==> src/rtl/aclink_wake_seq.sv <==
module aclink_wake_seq #(
  parameter int RST_LOW_CYC = 8,
  parameter int WARM_HI_CYC = 6,
  parameter int HOLDOFF_CYC = 40,
  parameter int IDLE_CYC    = 6,
  parameter int TIMEOUT_CYC = 100
) (
  input  logic       clk,
  input  logic       rst_n,
  input  logic       cmd_valid,
  input  logic [1:0] cmd_op,
  output logic       busy,
  output logic       done,
  output logic       err,
  output logic [1:0] last_kind,
  output logic       link_rst_n,
  output logic       sync_out,
  output logic       sync_sel,
  input  logic       bitclk_in,
  input  logic       codec_rdy
);
  localparam int M1 = (RST_LOW_CYC > WARM_HI_CYC) ? RST_LOW_CYC : WARM_HI_CYC;
  localparam int TMAX = (M1 > TIMEOUT_CYC) ? M1 : TIMEOUT_CYC;
  localparam int TW = $clog2(TMAX + 1);
  localparam int HW = $clog2(HOLDOFF_CYC + 1);
  localparam int IW = $clog2(IDLE_CYC + 1);

  typedef enum logic [2:0] {S_OFF, S_COLD, S_WHOLD, S_WHI, S_WAIT, S_RDY} st_t;
  st_t st;

  logic bc_s1, bc_s2, bc_d, edge_seen;
  logic [IW-1:0] idle_cnt;
  logic [HW-1:0] hold_cnt;
  logic [TW-1:0] tmr;

  wire bc_edge   = bc_s2 ^ bc_d;
  wire bc_absent = (idle_cnt == IW'(IDLE_CYC));
  wire tmo       = (tmr == TW'(TIMEOUT_CYC - 1));
  assign busy = (st != S_OFF) && (st != S_RDY);
  wire take = cmd_valid && !busy && (cmd_op != 2'b00);

  always_ff @(posedge clk or negedge rst_n) begin
    if (!rst_n) begin
      {bc_s1, bc_s2, bc_d} <= '0;
      idle_cnt <= IW'(IDLE_CYC);
    end else begin
      bc_s1 <= bitclk_in;
      bc_s2 <= bc_s1;
      bc_d  <= bc_s2;
      if (bc_edge) idle_cnt <= '0;
      else if (!bc_absent) idle_cnt <= idle_cnt + 1'b1;
    end
  end

  always_ff @(posedge clk or negedge rst_n) begin
    if (!rst_n) begin
      st <= S_OFF;
      done <= 1'b0;
      err <= 1'b0;
      last_kind <= 2'b00;
      link_rst_n <= 1'b1;
      sync_out <= 1'b0;
      sync_sel <= 1'b0;
      hold_cnt <= '0;
      tmr <= '0;
      edge_seen <= 1'b0;
    end else begin
      done <= 1'b0;
      if (hold_cnt != '0) hold_cnt <= hold_cnt - 1'b1;
      case (st)
        S_OFF, S_RDY: if (take) begin
          err <= 1'b0;
          sync_sel <= 1'b0;
          case (cmd_op)
            2'b01: begin
              st <= S_COLD;
              link_rst_n <= 1'b0;
              tmr <= TW'(RST_LOW_CYC - 1);
              last_kind <= 2'b01;
              hold_cnt <= '0;
            end
            2'b10: begin
              st <= S_WHOLD;
              tmr <= '0;
              last_kind <= 2'b10;
            end
            default: begin
              st <= S_OFF;
              hold_cnt <= HW'(HOLDOFF_CYC);
            end
          endcase
        end
        S_COLD: if (tmr == '0) begin
          link_rst_n <= 1'b1;
          st <= S_WAIT;
          edge_seen <= 1'b0;
        end else tmr <= tmr - 1'b1;
        S_WHOLD: if (hold_cnt == '0) begin
          if (bc_absent) begin
            sync_out <= 1'b1;
            st <= S_WHI;
            tmr <= TW'(WARM_HI_CYC - 1);
          end else if (tmo) begin
            err <= 1'b1;
            st <= S_OFF;
          end else tmr <= tmr + 1'b1;
        end
        S_WHI: if (tmr == '0) begin
          sync_out <= 1'b0;
          st <= S_WAIT;
          edge_seen <= 1'b0;
        end else tmr <= tmr - 1'b1;
        S_WAIT: begin
          if (bc_edge) edge_seen <= 1'b1;
          if (edge_seen && codec_rdy) begin
            done <= 1'b1;
            sync_sel <= 1'b1;
            st <= S_RDY;
          end else if (tmo) begin
            err <= 1'b1;
            st <= S_OFF;
          end else tmr <= tmr + 1'b1;
        end
        default: st <= S_OFF;
      endcase
    end
  end
endmodule


==> config.mk <==
export PLATFORM = sky130hd
export DESIGN_NAME = aclink_wake_seq
export DESIGN_NICKNAME = d
export VERILOG_FILES = /design/src/rtl/aclink_wake_seq.sv
export SDC_FILE = /design/constraint.sdc
export NUM_CORES = 1
export LEC_CHECK = 0
export BUFFER_PORTS_ARGS = -buffer_cell sky130_fd_sc_hd__buf_2
export CAP_MARGIN = 25
export CORE_ASPECT_RATIO = 0.75
export CORE_MARGIN = 2
export CORE_UTILIZATION = 50
export CTS_CLUSTER_DIAMETER = 150
export CTS_CLUSTER_SIZE = 30
export DETAILED_ROUTE_END_ITERATION = 10
export MAX_ROUTING_LAYER = met4
export PLACE_DENSITY = 0.71
export SETUP_SLACK_MARGIN = 0.4
export SLEW_MARGIN = 10
export SYNTH_ARGS = -nofsm -noshare
export SYNTH_HDL_FRONTEND = slang
export SYNTH_SLANG_ARGS = --single-unit
==> constraint.sdc <==
create_clock -name clk -period 2.8 [get_ports clk]
set_input_delay 0 -clock clk [delete_from_list [all_inputs] [get_ports clk]]
set_output_delay 0 -clock clk [all_outputs]
set_load 0.01 [all_outputs]
==> impl_metrics.toml <==
[yosys]
netlist_top_cells_area = "dfrtp_1, ha_1, nor2_1, o21ai_0, nand2_1"
yosysUniqueCellTypes = 58
ys.flop_type = "dfrtp_1"
synth_seq_area_share_pct = 37.1
yosysTopAreaCellShare_pct = 33.2
ys_warn_count = 0
syn_avg_cell_area_um2 = 8.69
syn-cell-area_um2 = 2030
synth_nets = 251
synth-seq-cells = 30
synth_top_area_cell = "dfrtp_1"
syn_inst = 234
synth-edff-count = 0
async_flop_share_pct = 100

[sta]
slew_viol_final = 0
timing.final.crit_share_pct = 79.1
skew_ns = 0.00385
fin_ws_ns = 0.584
setup_viol = 0
tightest_slew_ns = 0.677
fmax_ghz = 0.451
setup-tns-final_ns = 0
slew_headroom_pct = 54.9
hold_ws_ns = 0.0216
layout_min_cycle_time_ns = 2.22
hold_violations = 0
rsz0062_at_grt = "no"

[clocking]
ctsHoldBuffers = 2
cts_resized = 0
postCtsSetupBuffers = 0
cts-htree-levels = 2
cts_num_sinks = 30
clk_latency_ns = 0.29
cts_buffers = 5
cts_tree = "built"
clockBufferDepth = 2
clk_pin_slew_ns = 0.07
clockRootBuffer = "clkbuf_8"

[detailed_routing]
avgViaCountPerCell = 5.82
drtIter0Drc = 121
firstDrtPassIters = 4
routedWlPerCell_um = 15.4
ant_nets = 0
via_count = 1769
wl_um = 4690
drt_drc_violations_left = 0

[critical_path]
critPathCaptureType = "register"
critPathLaunchType = "register"
arrival_ns = 2.39
criticalPathCategory = "register to register"
crit_required_ns = 2.98
critical_path.max_fanout = 19

[grt]
grt_overflow_total = 0
grt_pass1_wl_um = 7720
grt_start_max_net_pins = 31
antenna_found_initial = 0
grt_usage_pct = 22.9
grt_pass1_vias = 1634

[run]
cap_violations = 0

[power_and_ir_drop]
p_per_area_nw_per_um2 = 1120
peakVddDrop_mv = 0.597
cellLeakagePower_nw = 0.995

[cells_and_area]
layout.nets = 265
syn2layout_area_growth_pct = 10.2
fin_cells = 304
diodes = 0
drive_above_1_share_pct = 16.1

[placed_design]
pre_cts_ws_ns = 0.646
dp_cells = 294
hpwl_um = 3420
gp_congestion = 0.891
portBuffers = 14

[die]
die_w_um = 77.6
start_util_pct = 51.1
row_count = 20
ioPinCount = 15
dieArea_um2 = 4600
core-area_um2 = 3980
die_h_um = 59.2

[status]
outcome = "complete, no violations"

[worst_hold_path]
hp-class = "input pin to register"
[logic make-up (layout without fill, tap and decap cells)]
family | count (synthesis) | after routing | synth area share, %
and+or+nand+nor | 94 | 94 | 23.7
adders and majority gates | 10 | 10 | 6.15
DFF | 30 | 30 | 37.1
AOI/OAI and AO/OA | 65 | 65 | 22.6
buffers and inverters | 24 | 39 | 5.60
xor gates and xnor gates | 10 | 10 | 4.31
muxes | 1 | 1 | 0.554
[final timing paths]
kind                       startpoint     end  slack (ns)  cells after the start
min                         codec_rdy    done        0.02                      3
min in group asynchronous       rst_n  tmr[5]        0.28                      2
min reg2reg                     bc_s1   bc_s2        0.35                      0
max in group asynchronous       rst_n  tmr[0]        2.08                      2
max reg2reg                     st[2]  tmr[0]        0.58                      6
max                             st[2]  tmr[0]        0.58                      6
[through the flow]
| stage | util (%) | area (µm²) | total power [mW] |
|---|---|---|---|
| after floorplan | - | 2030 | 1.81 |
| after global placement | 53.4 | 2130 | 2.07 |
| after detailed placement | 53.4 | 2130 | 2.11 |
| after CTS | 56.3 | 2240 | 2.49 |
| after global routing | 56.3 | 2240 | 2.70 |
| final | 56.3 | 2240 | 2.50 |
[cells in the final DEF, fill, tap and decap left out, types with 5 or more instances in the layout]
cell | Yosys | final
nand2_1 | 22 | 22
or3_1 | 5 | 5
clkbuf_8 | 0 | 6
buf_2 | 4 | 14
a21oi_1 | 9 | 9
o21ai_0 | 19 | 19
inv_1 | 12 | 12
nor2b_1 | 5 | 5
nor2_1 | 28 | 28
nor3_1 | 7 | 7
ha_1 | 10 | 10
xor2_1 | 6 | 6
dfrtp_1 | 27 | 27
[flip-flops by register name, indices dropped and copies added (netlist names)]
register / flops
err: 1
hold_cnt: 6
done: 1
st: 3
last_kind: 2
tmr: 7
bc_s1: 1
idle_cnt: 3
link_rst_n: 1
edge_seen: 1
bc_d: 1
bc_s2: 1
sync_sel: 1
sync_out: 1
[synthesized netlist by cell type, drive strengths merged, types with 2 or more instances]
library cell,instances
nor2,28
nand3,3
a22o,2
xor2,6
a22oi,2
and2,4
nand2,22
and3b,2
nor3,8
inv,12
ha,10
xnor2,4
nand2b,4
o31ai,4
clkbuf,4
buf,8
and3,2
a221o,3
dfrtp,27
dfstp,3
or3,5
a211oi,4
o21ai,19
a21oi,10
nor2b,5
a31oi,2
a32o,3
o211ai,4
or2,2
nand4b,2
[power breakdown]
part	switching, mW	total (mW)	internal, mW
registers	0.229	0.818	0.589
clock network	0.179	0.376	0.197
logic	0.740	1.31	0.569
[worst max-delay path, stage by stage, from the launching register on]
cell	delay [ns]
dfrtp_1	0.69
xor2_1	0.32
o21ai_0	0.14
a21oi_1	0.37
buf_4	0.22
nand3_1	0.07
o32a_1	0.28
[cell type report]
type | instances | area [µm²]
Timing Repair Buffer | 19 | 113
Sequential cell | 30 | 754
Clock buffer | 6 | 82.6
Clock inverter | 2 | 12.5
Inverter | 12 | 45.0
Multi-Input combinational cell | 180 | 1160
Tap cell | 55 | 68.8
Fill cell | 367 | 1740
[layer usage]
metal / GRT usage (%) / part of all wire (%) / up-vias
met5: - / 0 / -
met4: 8.42 / 1.5 / 0
met3: 4.57 / 6.7 / 8
met2: 33.5 / 43 / 56
met1: 31.8 / 49 / 845
li1: - / - / 860
(Power assumes the default switching activity.)
